==> src/rtl/lsync_pkg.sv <==
package lsync_pkg;

  typedef enum logic [2:0] {
    WC_IDLE    = 3'd0,
    WC_EXTEND  = 3'd1,
    WC_DATA    = 3'd2,
    WC_ERRPROP = 3'd3,
    WC_INVALID = 3'd4,
    WC_LOS     = 3'd5
  } word_cls_e;

  typedef enum logic {
    ST_ACQ  = 1'b0,
    ST_SYNC = 1'b1
  } lsync_state_e;

  // idle or carrier extend: counts toward the acquisition run
  function automatic logic cls_is_run(input logic [2:0] c);
    return (c == WC_IDLE) || (c == WC_EXTEND);
  endfunction

  // data or error propagation: enters sync at once
  function automatic logic cls_is_direct(input logic [2:0] c);
    return (c == WC_DATA) || (c == WC_ERRPROP);
  endfunction

  // invalid code, including the two unassigned codes
  function automatic logic cls_is_bad(input logic [2:0] c);
    return (c == WC_INVALID) || (c > WC_LOS);
  endfunction

  function automatic logic cls_is_los(input logic [2:0] c);
    return c == WC_LOS;
  endfunction

endpackage

==> src/rtl/lsync_classify.sv <==
module lsync_classify
  import lsync_pkg::*;
(
  input  logic [2:0] cls,
  output logic       is_run,
  output logic       is_direct,
  output logic       is_bad,
  output logic       is_los
);

  always_comb begin
    is_run    = cls_is_run(cls);
    is_direct = cls_is_direct(cls);
    is_bad    = cls_is_bad(cls);
    is_los    = cls_is_los(cls);
  end

endmodule

==> src/rtl/lsync_run_counter.sv <==
module lsync_run_counter #(
  parameter int LIMIT = 3,
  localparam int CW   = $clog2(LIMIT + 1)
) (
  input  logic          clk,
  input  logic          rst_n,
  input  logic          inc,
  input  logic          clr,
  output logic [CW-1:0] cnt,
  output logic          last
);

  localparam logic [CW-1:0] LastVal = CW'(LIMIT - 1);

  // the increment that would reach LIMIT: the run is complete
  assign last = inc && (cnt == LastVal);

  always_ff @(posedge clk) begin
    if (!rst_n)           cnt <= '0;
    else if (clr || last) cnt <= '0;
    else if (inc)         cnt <= cnt + 1'b1;
  end

endmodule

==> src/rtl/lsync_fsm.sv <==
module lsync_fsm
  import lsync_pkg::*;
#(
  parameter int ACQ_RUN   = 3,
  parameter int ERR_LIMIT = 4
) (
  input  logic       clk,
  input  logic       rst_n,
  input  logic       word_vld,
  input  logic [2:0] word_cls,
  output logic       link_up,
  output logic       state_dbg
);

  localparam int RunW = $clog2(ACQ_RUN + 1);
  localparam int ErrW = $clog2(ERR_LIMIT + 1);

  lsync_state_e state_q;
  logic is_run, is_direct, is_bad, is_los;
  logic in_acq;
  logic run_inc, run_clr, run_hit;
  logic err_inc, err_clr, err_hit;
  logic go_sync, go_acq;
  logic [RunW-1:0] run_cnt;
  logic [ErrW-1:0] err_cnt;

  lsync_classify u_cls (
    .cls       (word_cls),
    .is_run    (is_run),
    .is_direct (is_direct),
    .is_bad    (is_bad),
    .is_los    (is_los)
  );

  assign in_acq = (state_q == ST_ACQ);

  // acquisition run: idle/extend words while searching
  assign run_inc = word_vld && in_acq && is_run;
  assign run_clr = !in_acq || (word_vld && !is_run);

  lsync_run_counter #(.LIMIT(ACQ_RUN)) u_run (
    .clk   (clk),
    .rst_n (rst_n),
    .inc   (run_inc),
    .clr   (run_clr),
    .cnt   (run_cnt),
    .last  (run_hit)
  );

  // error run: invalid words while synchronized
  assign err_inc = word_vld && !in_acq && is_bad;
  assign err_clr = in_acq || (word_vld && !is_bad);

  lsync_run_counter #(.LIMIT(ERR_LIMIT)) u_err (
    .clk   (clk),
    .rst_n (rst_n),
    .inc   (err_inc),
    .clr   (err_clr),
    .cnt   (err_cnt),
    .last  (err_hit)
  );

  assign go_sync = in_acq && word_vld && (is_direct || run_hit);
  assign go_acq  = !in_acq && word_vld && (is_los || err_hit);

  always_ff @(posedge clk) begin
    if (!rst_n)       state_q <= ST_ACQ;
    else if (go_sync) state_q <= ST_SYNC;
    else if (go_acq)  state_q <= ST_ACQ;
  end

  assign link_up   = (state_q == ST_SYNC);
  assign state_dbg = state_q;

endmodule

==> config.mk <==
export PLATFORM = sky130hd
export DESIGN_NAME = lsync_fsm
export DESIGN_NICKNAME = d
export VERILOG_FILES = /design/src/rtl/lsync_pkg.sv /design/src/rtl/lsync_classify.sv /design/src/rtl/lsync_run_counter.sv /design/src/rtl/lsync_fsm.sv
export SDC_FILE = /design/constraint.sdc
export NUM_CORES = 1
export LEC_CHECK = 0
export ABC_AREA = 1
export CORE_AREA = 4 4 41 43
export DETAILED_ROUTE_END_ITERATION = 10
export DIE_AREA = 0 0 45 47
export PLACE_DENSITY = 0.56
export SYNTH_ARGS = -nofsm -noshare
export SYNTH_HDL_FRONTEND = slang
export SYNTH_HIERARCHICAL = 1
export SYNTH_SLANG_ARGS = --single-unit
==> constraint.sdc <==
create_clock -name clk -period 2.5 [get_ports clk]
set_input_delay 0.5 -clock clk [delete_from_list [all_inputs] [get_ports clk]]
set_output_delay 0.5 -clock clk [all_outputs]
set_load 0.03 [all_outputs]
=== After elaboration in Yosys (flattened, before gate mapping) ===
Cells that the tools add are included.

* $add $sub $neg: 2
* $lt $le $gt $ge: 1
* Eq/ne operators: 7
* Muxes and demuxes: 2
* Bitwise operators: 2
* Reduce and logical (&&, ||, !) cells: 25

{| class="wikitable"
|+ Operators by type and width
! cell !! count
|-
| $logic_and 1x1->1 || 10
|-
| $eq 3x2->1 const B || 3
|-
| $logic_or 1x1->1 || 9
|-
| $eq 3x3->1 const B || 2
|-
| $reduce_or 2->1 || 2
|-
| $add 3x1->3 const B || 1
|-
| $eq 3x1->1 const B || 1
|-
| $gt 3x3->1 const B || 1
|-
| $logic_not 3->1 || 1
|-
| $add 2x1->2 const B || 1
|-
| $eq 2x2->1 const B || 1
|-
| $logic_not 1->1 || 2
|-
| $mux 1 || 2
|-
| $not 1->1 || 2
|-
| $reduce_bool 2->1 || 1
|}

* Register bits: 6
* Input port bits: 6
* Word-level logic and storage cells: 42

=== Logic depth before layout (Yosys ltp) ===
Gate-level depths: netlist (run 1).

* Depth after elaboration: 8
* Mapped depth: 11
* Depth with buffers taken out: 11

=== Modules after synthesis ===
The synthesis (run 1) kept the hierarchy.

{| class="wikitable"
|+ By module, submodules not included
! module !! instances !! cells each !! area an instance (sq um) !! seq. area each (sq um)
|-
| lsync_run_counter (u_err) || 1 || 27 || 175.2 || 60.1
|-
| lsync_run_counter (u_run) || 1 || 18 || 118.9 || 40.0
|-
| lsync_fsm || 1 || 20 || 100.1 || 20.0
|-
| lsync_classify || 1 || 7 || 33.8 || 0.0
|}

=== Worst setup path after synthesis (run 1) ===
OpenSTA, ideal clock, no wires.

* Path kind: input-to-reg
* Start: input word_cls[1]
* End: register state_q (netlist: link_up)
* Setup time: 112 ps
* Arrival: 1323 ps
* Required time: 2388 ps
* Setup slack: 1065 ps
* Stages on the path: 11
* Buffers on the path: 0
* Cells stage by stage: inv_2 > a21oi_2 > inv_1 > nor2_1 > nand2_1 > inv_1 > inv_1 > nand2_1 > nand2_1 > nand2_1 > nor2_1

* Longest elaborated chain between the ends: 7
* Elaborated cells between the ends (all ways): 20
* Those cells by class: order compare: 1; eq/ne: 5; mux: 1; reduce/logical: 13

{| class="wikitable"
|+ RTL lines
! item !! RTL line !! text
|-
| from (decl) || lsync_fsm.sv:10 || <nowiki>input logic [2:0] word_cls,</nowiki>
|-
| $gt 3x3->1 or $eq 3x3->1 (tied branches) || lsync_pkg.sv:29 || <nowiki>return (c == WC_INVALID) || (c > WC_LOS);</nowiki>
|-
| $logic_or 1x1->1 * || lsync_pkg.sv:29 ||
|-
| via is_bad || lsync_fsm.sv:19 || <nowiki>logic is_run, is_direct, is_bad, is_los;</nowiki>
|-
| $logic_and 1x1->1 * || lsync_fsm.sv:51 || <nowiki>assign err_inc = word_vld && !in_acq && is_bad;</nowiki>
|-
| via err_inc || lsync_fsm.sv:22 || <nowiki>logic err_inc, err_clr, err_hit;</nowiki>
|-
| $logic_and 1x1->1 * || lsync_run_counter.sv:16 || <nowiki>assign last = inc && (cnt == LastVal);</nowiki>
|-
| via err_hit || lsync_fsm.sv:22 ||
|-
| $logic_or 1x1->1 * || lsync_fsm.sv:64 || <nowiki>assign go_acq = !in_acq && word_vld && (is_los || err_hit);</nowiki>
|-
| $logic_and 1x1->1 * || lsync_fsm.sv:64 ||
|-
| $reduce_bool 2->1 (no source line) * || -- ||
|-
| to (signal assigned) || lsync_fsm.sv:67 || <nowiki>if (!rst_n) state_q <= ST_ACQ;</nowiki>
|-
| to (signal assigned) || lsync_fsm.sv:68 || <nowiki>else if (go_sync) state_q <= ST_SYNC;</nowiki>
|-
| to (signal assigned) || lsync_fsm.sv:69 || <nowiki>else if (go_acq) state_q <= ST_ACQ;</nowiki>
|-
| to (decl) || lsync_fsm.sv:18 || <nowiki>lsync_state_e state_q;</nowiki>
|}

The timed path passes the listed nets; every way through them passes the cells marked *.
A chain may end at the register's enable or synchronous reset.

=== Worst setup path in the final report (run 1) ===
* Start: register state_q (netlist: link_up)
* End: output link_up

{| class="wikitable"
|+ RTL lines
! item !! RTL line !! text
|-
| to (decl) || lsync_fsm.sv:11 || <nowiki>output logic link_up,</nowiki>
|}

No word-level cell between the ends.

==> key figures, run 1 <==
Status
  – Status: completed

Global route
  – GRT Resource Usage Total: 9.400%
  – Initial antenna violation count: 0
  – Total gr overflow: 0
  – First-pass GRT wire length: 1324 um
  – Largest net degree at the start of global routing: 7
  – Vias in the first global route: 357

Worst setup path
  – Worst Path Max Fanout: 6
  – Arrival @ worst endpoint: 1350 ps
  – Slowest CP cell: clkdlybuf4s50_1
  – Critical Path RT: 2000 ps
  – Buf/Inv on CP: 1
  – Worst path top cell family by delay: buffers and inverters
  – CP peak stage delay: 700 ps
  – Worst path cell trace: clkdlybuf4s50_1
  – Startpoint types: register
  – Crit Path Class: reg2out
  – Worst Setup End Kind: output port

Synth
  – Most frequent cell after synthesis: nand2_1
  – Post-Syn Instances: 72
  – Syn nets: 81
  – EDFF count, synth: 0
  – Yosys top cell by area: dfxtp_1
  – Netlist cell types: 12
  – Sequential share of the synthesized area: 28.07%
  – FFs w/ async S/R, synth: 0%
  – FF+latch count, synth: 6
  – Cell Area, Synth: 427.9 sq um
  – Leading register cell type out of synthesis: dfxtp_1
  – Top cells by count, synth: nand2_1, inv_1, nor2_1
  – Synth top area cells: dfxtp_1, nand2_1, inv_1
  – Avg Inst Size Synth: 5.943 sq um
  – Number of synthesis warnings: 6
  – Top cell type's share of synthesized area: 28.07%

STA
  – Final worst-path cycle share: 73.95%
  – TNS Setup: 0 ps
  – RSZ-0062 raised after global routing: no
  – Min Clock Period, post-route: 1849 ps
  – Worst slew margin: 79.44%
  – Final hold slack: 516.0 ps
  – Clk_skew: 4.231 ps
  – Worst slew pin tran: 307.4 ps
  – Hold Vio Cnt, Final: 0
  – Max-slew violations: 0
  – Setup violators final: 0
  – FMAX: 0.5409 GHz

Die
  – I/O Pins: 8
  – Die width: 45 um
  – Die span in y: 47 um
  – Core ar.: 1301 sq um
  – Initial Util: 32.88%
  – Site Rows: 13
  – Die ar.: 2115 sq um

Placed design
  – PortBufs: 7
  – RePlAce Congestion: 0.7097
  – Placed Area: 516.7 sq um
  – HPWL after detailed placement: 623.2 um

Clock tree
  – CTS max path bufs: 2
  – CTS resizes: 0
  – Clk_lat worst skew: 250 ps
  – Worst-path clk slew: 40 ps
  – Clk sink count: 6
  – Cts-stage hold buffer count: 0
  – Root Driver: clkbuf_4
  – CTS buffer count: 3
  – Htree depth: 1
  – CTS tree: built
  – Post-CTS setup buffer count: 0

Power and ir drop
  – Int Power: 0.0001688 W
  – Max IR drop VDD: 0.0001919 V
  – Power Density: 418.0 nW/um^2
  – Clock power share: 40.9%
  – Leakage: 0.2914 nW
  – Power, Total: 0.0002254 W
  – Switching share of power: 25.11%
  – Seq pwr share: 43.8%
  – Net Switching: 0.00005661 W
  – Logic gate share of total power: 15.3%

Min path
  – Hold/Removal Path Class: reg2reg

Routing
  – Avg Vias per Cell: 4.021
  – Final antenna-violating net count: 0
  – WL final: 730 um
  – 1st-iter DRT viols: 6
  – Via count: 390
  – DRC Markers: 0
  – Initial DRT Pass Iterations: 2
  – DR WL/cell: 7.526 um

Layout
  – Final instance area: 539.3 sq um
  – Area Growth Syn to Fin: 26.02%
  – Share of layout cells above drive strength 1: 15.85%
  – Fin nets: 93
  – Ant diodes: 0
  – Final Util: 41.44%

Flow run
  – Max cap viols: 0
[stage by stage]
step	setup slack [ps]	cells
finish	651.4	97
global route	569.9	97
CTS	634.1	97
detailed placement	570.5	94
global placement	576.3	94
floorplan	1065	72
[layout make-up]
class / instances / area [sq um]
Fill cell: 155 / 762.0
Timing Repair Buffer: 8 / 77.57
Sequential cell: 6 / 120.1
Multi-Input combinational cell: 44 / 221.5
Clock buffer: 3 / 22.52
Inverter: 21 / 78.83
Tap cell: 15 / 18.77
[sequential cells by signal, indices dropped and copies added (netlist names)]
name       cells
link_up        1
u_err/cnt      3
u_run/cnt      2
[power by group through the flow]
stage | registers (W) | logic (W) | clock network, W
3_5_place_dp | 0.000101 | 0.0000347 | 0
2_1_floorplan | 0.000102 | 0.0000181 | 0
5_1_grt | 0.0000991 | 0.0000385 | 0.000100
6_report | 0.0000988 | 0.0000344 | 0.0000922
4_1_cts | 0.0000987 | 0.0000348 | 0.0000963
3_3_place_gp | 0.000101 | 0.0000345 | 0
[final timing paths]
| check | cells after the start | from | slack, ps | endpoint |
|---|---|---|---|---|
| worst min register to register | 3 | u_run/cnt[0] | 520 | u_run/cnt[0] |
| worst min-delay path | 3 | u_run/cnt[0] | 520 | u_run/cnt[0] |
| worst max register to register | 8 | link_up | 1330 | link_up |
| worst max-delay path | 1 | link_up | 650 | link_up |
[cells by family after synthesis]
| family | after synthesis | synth area share [%] |
|---|---|---|
| and+or+nand+nor | 38 | 38.60 |
| AOI/OAI and AO/OA | 3 | 4.386 |
| DFF | 6 | 28.07 |
| adders and majority gates | 3 | 8.773 |
| buffers and inverters | 22 | 20.17 |
[layer usage]
layer / vias to the layer above / global-route usage [%] / part of all wire, %
li1: 229 / - / -
met1: 144 / 11.59 / 55
met2: 12 / 11.58 / 32
met3: 5 / 2.299 / 5.8
met4: 0 / 12.28 / 6.7
met5: - / 0 / 0
[cell usage in the layout (no fill, tap or decap), drive strengths merged]
cell,n
buf,1
a21oi,1
nor2,15
clkbuf,3
nand3b,2
and3,1
clkdlybuf4s50,7
o21ai,2
nand2,20
ha,3
inv,21
dfxtp,6
Power figures use the tool's default switching activity.
==> inputs of run 2 (changes only) <==
--- a/config.mk
+++ b/config.mk
@@ -9,7 +9,7 @@
 export CORE_AREA = 4 4 41 43
 export DETAILED_ROUTE_END_ITERATION = 10
 export DIE_AREA = 0 0 45 47
-export PLACE_DENSITY = 0.56
+export PLACE_DENSITY = 0.58
 export SYNTH_ARGS = -nofsm -noshare
 export SYNTH_HDL_FRONTEND = slang
 export SYNTH_HIERARCHICAL = 1
==> constraint.sdc (replaced) <==
create_clock -name clk -period 1.7 [get_ports clk]
set_input_delay 0.34 -clock clk [delete_from_list [all_inputs] [get_ports clk]]
set_output_delay 0.34 -clock clk [all_outputs]
set_load 0.03 [all_outputs]
==> key figures, run 2 (synthesized netlist as in run 1, its figures left out) <==
Routing
  – Initial DRT Pass Iterations: 2
  – DRC Markers: 0
  – Final antenna-violating net count: 0
  – Via count: 392
  – DR WL/cell: 6.670 um
  – Avg Vias per Cell: 3.920
  – WL final: 667 um
  – 1st-iter DRT viols: 2

Global route
  – First-pass GRT wire length: 1235 um
  – GRT Resource Usage Total: 7.991%
  – Met1 global-route usage: 9.132%
  – Met3 Use GR: 0%
  – Initial antenna violation count: 0
  – Total gr overflow: 0
  – Vias in the first global route: 357
  – Largest net degree at the start of global routing: 7
  – Met2 Use GR: 13.84%
  – GR peak layer: met2

Worst setup path
  – Crit Path Class: in2reg
  – Worst Path Max Fanout: 3
  – Arrival @ worst endpoint: 1590 ps
  – Worst reg-to-reg path cell count: 9
  – Worst Setup End Kind: register
  – Startpoint types: primary input
  – Critical Path RT: 1830 ps

Clock tree
  – Htree depth: 1
  – Root Driver: clkbuf_4
  – Clk_lat worst skew: 240 ps
  – CTS max path bufs: 2
  – Worst-path clk slew: 40 ps
  – CTS buffer count: 3
  – CTS tree: built
  – Cts-stage hold buffer count: 0
  – Clk sink count: 6

Placed design
  – PortBufs: 7
  – HPWL after detailed placement: 581.1 um
  – RePlAce Congestion: 0.7290

Power and ir drop
  – Max IR drop VDD: 0.0002207 V
  – Leakage: 0.3397 nW
  – Power, Total: 0.0003249 W
  – Power Density: 573.3 nW/um^2

Layout
  – Ant diodes: 0
  – Share of layout cells above drive strength 1: 18.82%
  – Largest reg by FF count: u_err/cnt
  – Filler cell count: 154
  – Final Util: 43.56%
  – Area Growth Syn to Fin: 32.46%
  – Fin nets: 96
  – Max FFs per register: 3
  – Most frequent cells in the layout: nand2_1, inv_1, nor2_1
  – Commonest non-fill, non-tap cell in the layout: nand2_1

STA
  – Final worst-path cycle share: 85.91%
  – Worst slew pin tran: 315.8 ps
  – Max-slew violations: 0
  – Clk_skew: 4.400 ps
  – Worst slew margin: 78.91%
  – Hold Vio Cnt, Final: 0
  – Min Clock Period, post-route: 1460 ps
  – RSZ-0062 raised after global routing: no
  – Setup violators final: 0
  – FMAX: 0.6847 GHz

Die
  – Die ar.: 2115 sq um
  – I/O Pins: 8
  – Site Rows: 13
  – Initial Util: 32.88%
  – Die width: 45 um
  – Die span in y: 47 um
  – Core ar.: 1301 sq um

Min path
  – Worst hold stages: 3
  – Hold/Removal Path Class: reg2reg

Status
  – Status: completed

Flow run
  – Max cap viols: 0
-- run 2: changes by cell type in the layout (fill, tap and decap cells not counted), sizes merged --
cell           before  now
clkdlybuf4s50       7    5
buf                 1    4
dlymetal6s2s        0    2
-- run 2: cell type report --
| class | instances | area [sq um] | share of cell area (%) |
|---|---|---|---|
| Tap cell | 15 | 18.77 | 3.311 |
| Timing Repair Buffer | 11 | 105.1 | 18.54 |
| Sequential cell | 6 | 120.1 | 21.19 |
| Clock buffer | 3 | 22.52 | 3.974 |
| Inverter | 21 | 78.83 | 13.91 |
| Multi-Input combinational cell | 44 | 221.5 | 39.07 |
-- run 2: worst paths after layout --
path                                    from      endpoint  slack [ps]
worst max register to register  u_err/cnt[0]       link_up         540
worst min register to register  u_run/cnt[0]  u_run/cnt[0]         500
worst min-delay path            u_run/cnt[0]  u_run/cnt[0]         500
worst max-delay path             word_cls[2]       link_up         240
-- run 2: timing repair --
item                                    in CTS  in global routing
gates resized for setup                      0                  2
buffers inserted                             0                  0
endpoints found under the setup margin       0                  2
endpoints found under the hold margin        0                  0
-- run 2: metal layers --
metal / wire length (um) / part of all wire [%]
met1: 315 / 47
met2: 318 / 48
met3: 34 / 5.1
met4: 0 / 0
met5: 0 / 0
-- run 2: power breakdown --
| part | internal, W | switching (W) |
|---|---|---|
| Clock | 0.0000795 | 0.0000456 |
| Sequential | 0.000143 | 0.00000210 |
| Combinational | 0.0000285 | 0.0000261 |
| Total | 0.000251 | 0.0000737 |
-- run 2: metrics by stage --
step	hold WS, ps	std cells	setup TNS, ps	setup slack (ps)	instance area (sq um)
after floorplan	465.8	72	0	281.8	427.9
after global placement	506.6	97	-12.01	-12.01	539.3
after detailed placement	496.0	97	-9.647	-9.647	539.3
after CTS	504.7	100	0	0.6477	561.8
after global routing	549.2	100	0	99.42	566.8
final	499.4	100	0	239.5	566.8
-- run 2: worst max-delay path: stages --
cell,delay (ps)
clkdlybuf4s50_1,520
inv_2,50
a21oi_2,110
inv_1,50
nor2_1,140
nand2_1,100
inv_1,60
inv_1,30
nand2_1,40
nand2_1,50
nand2_1,50
nor2_1,40
==> inputs of run 3 (changes only) <==
--- a/config.mk
+++ b/config.mk
@@ -7,9 +7,11 @@
 export LEC_CHECK = 0
 export ABC_AREA = 1
 export CORE_AREA = 4 4 41 43
+export CTS_BUF_LIST = sky130_fd_sc_hd__clkbuf_4
 export DETAILED_ROUTE_END_ITERATION = 10
 export DIE_AREA = 0 0 45 47
-export PLACE_DENSITY = 0.58
+export DONT_BUFFER_PORTS = 1
+export PLACE_DENSITY = 0.49
 export SYNTH_ARGS = -nofsm -noshare
 export SYNTH_HDL_FRONTEND = slang
 export SYNTH_HIERARCHICAL = 1
==> key figures, run 3 (synthesized netlist as in run 1, its figures left out) <==
Die
  – Die width: 45 um
  – Site Rows: 13
  – Die span in y: 47 um
  – Die ar.: 2115 sq um
  – Initial Util: 32.88%
  – I/O Pins: 8
  – Core ar.: 1301 sq um

Global route
  – Initial antenna violation count: 0
  – Total gr overflow: 0
  – Largest net degree at the start of global routing: 6
  – GRT Resource Usage Total: 9.810%
  – First-pass GRT wire length: 1386 um
  – Vias in the first global route: 387

Routing
  – Final antenna-violating net count: 0
  – DRC Markers: 0
  – Via count: 376
  – 1st-iter DRT viols: 2
  – Avg Vias per Cell: 4.087
  – DR WL/cell: 8.587 um
  – Initial DRT Pass Iterations: 2
  – WL final: 790 um

Worst setup path
  – Critical Path RT: 1830 ps
  – Arrival @ worst endpoint: 1350 ps
  – Worst Path Max Fanout: 3
  – Crit Path Class: reg2reg
  – Startpoint types: register
  – Worst Setup End Kind: register

STA
  – PnR worst setup slack: 475.1 ps
  – Hold Vio Cnt, Final: 0
  – Max-slew violations: 0
  – Worst slew pin tran: 171.0 ps
  – Clk_skew: 3.769 ps
  – Worst slew margin: 88.60%
  – Final worst-path cycle share: 72.05%
  – Setup violators final: 0
  – Min Clock Period, post-route: 1225 ps
  – RSZ-0062 raised after global routing: no
  – TNS Setup: 0 ps
  – FMAX: 0.8164 GHz

Power and ir drop
  – Max IR drop VDD: 0.0002343 V
  – Clock power share: 41.2%
  – Leakage: 0.2755 nW
  – Power Density: 637.3 nW/um^2
  – Net Switching: 0.00007153 W
  – Int Power: 0.0002371 W
  – Seq pwr share: 46.9%
  – Switching share of power: 23.18%
  – Power, Total: 0.0003086 W
  – Logic gate share of total power: 11.9%

Clock tree
  – Worst-path clk slew: 40 ps
  – CTS resizes: 0
  – Root Driver: clkbuf_4
  – Cts-stage hold buffer count: 0
  – CTS max path bufs: 2
  – Htree depth: 1
  – Clk_lat worst skew: 240 ps
  – CTS tree: built
  – Post-CTS setup buffer count: 0
  – CTS buffer count: 3
  – Clk sink count: 6

Layout
  – Share of layout cells above drive strength 1: 19.48%
  – Max FFs per register: 3
  – Ant diodes: 0
  – Filler cell count: 168
  – Most frequent cells in the layout: nand2_1, inv_1, nor2_1
  – Commonest non-fill, non-tap cell in the layout: nand2_1
  – Final std cells w/o fill: 92
  – Final Util: 37.21%
  – Fin nets: 88
  – Area Growth Syn to Fin: 13.16%
  – Largest reg by FF count: u_err/cnt

Placed design
  – Placed cells: 89
  – RePlAce Congestion: 0.6488
  – PortBufs: 0
  – Post-Place Worst Slack: 499.2 ps
  – HPWL after detailed placement: 649.6 um

Flow run
  – Max cap viols: 0

Status
  – Status: completed

Min path
  – Hold/Removal Path Class: in2reg
-- run 3: changes by cell type in the layout (fill, tap and decap cells not counted) --
cell,previous run,this run
dlymetal6s2s_1,2,0
clkdlybuf4s50_1,5,0
buf_4,4,3
-- run 3: power groups by stage --
stage,sequential [W],combinational [W],clock (W)
finish,0.000145,0.0000366,0.000127
global route,0.000145,0.0000418,0.000144
CTS,0.000145,0.0000373,0.000136
detailed placement,0.000147,0.0000368,0
global placement,0.000147,0.0000362,0
floorplan,0.000150,0.0000267,0
-- run 3: cell type report --
class,count,area (sq um),share of cell area [%]
clock buffers,3,22.52,4.651
inverters,21,78.83,16.28
multi-input cells,44,221.5,45.74
flip-flops and latches,6,120.1,24.81
well taps,15,18.77,3.876
repair buffers,3,22.52,4.651
-- run 3: final timing paths --
check | from | endpoint | slack, ps | cells past startpoint
hold reg to reg | u_run/cnt[0] | u_run/cnt[0] | 510 | 3
setup / recovery | link_up | link_up | 480 | 10
setup reg to reg | link_up | link_up | 480 | 10
hold / removal | rst_n | link_up | 250 | 2
-- run 3: per-layer routing --
metal	part of all wire [%]	routed length [um]	track usage, %	up-vias
li1	-	-	-	215
met1	52	412	10.50	152
met2	42	330	14.69	9
met3	5.8	46	4.215	0
met4	0	0	8.772	0
met5	0	0	0	-
-- run 3: critical path, stage by stage, from the launching register on --
cell	delay (ps)
dfxtp_1	360
buf_4	190
nand2_1	80
nor2_1	120
nand2_1	90
inv_1	60
inv_1	30
nand2_1	40
nand2_1	50
nand2_1	60
nor2_1	50
-- run 3: metrics by stage --
stage	hold WS, ps	cell area (sq um)
6_report	250.8	484.2
4_1_cts	244.3	484.2
2_1_floorplan	465.8	427.9
5_1_grt	235.2	484.2
3_3_place_gp	471.8	461.7
3_5_place_dp	476.9	461.7
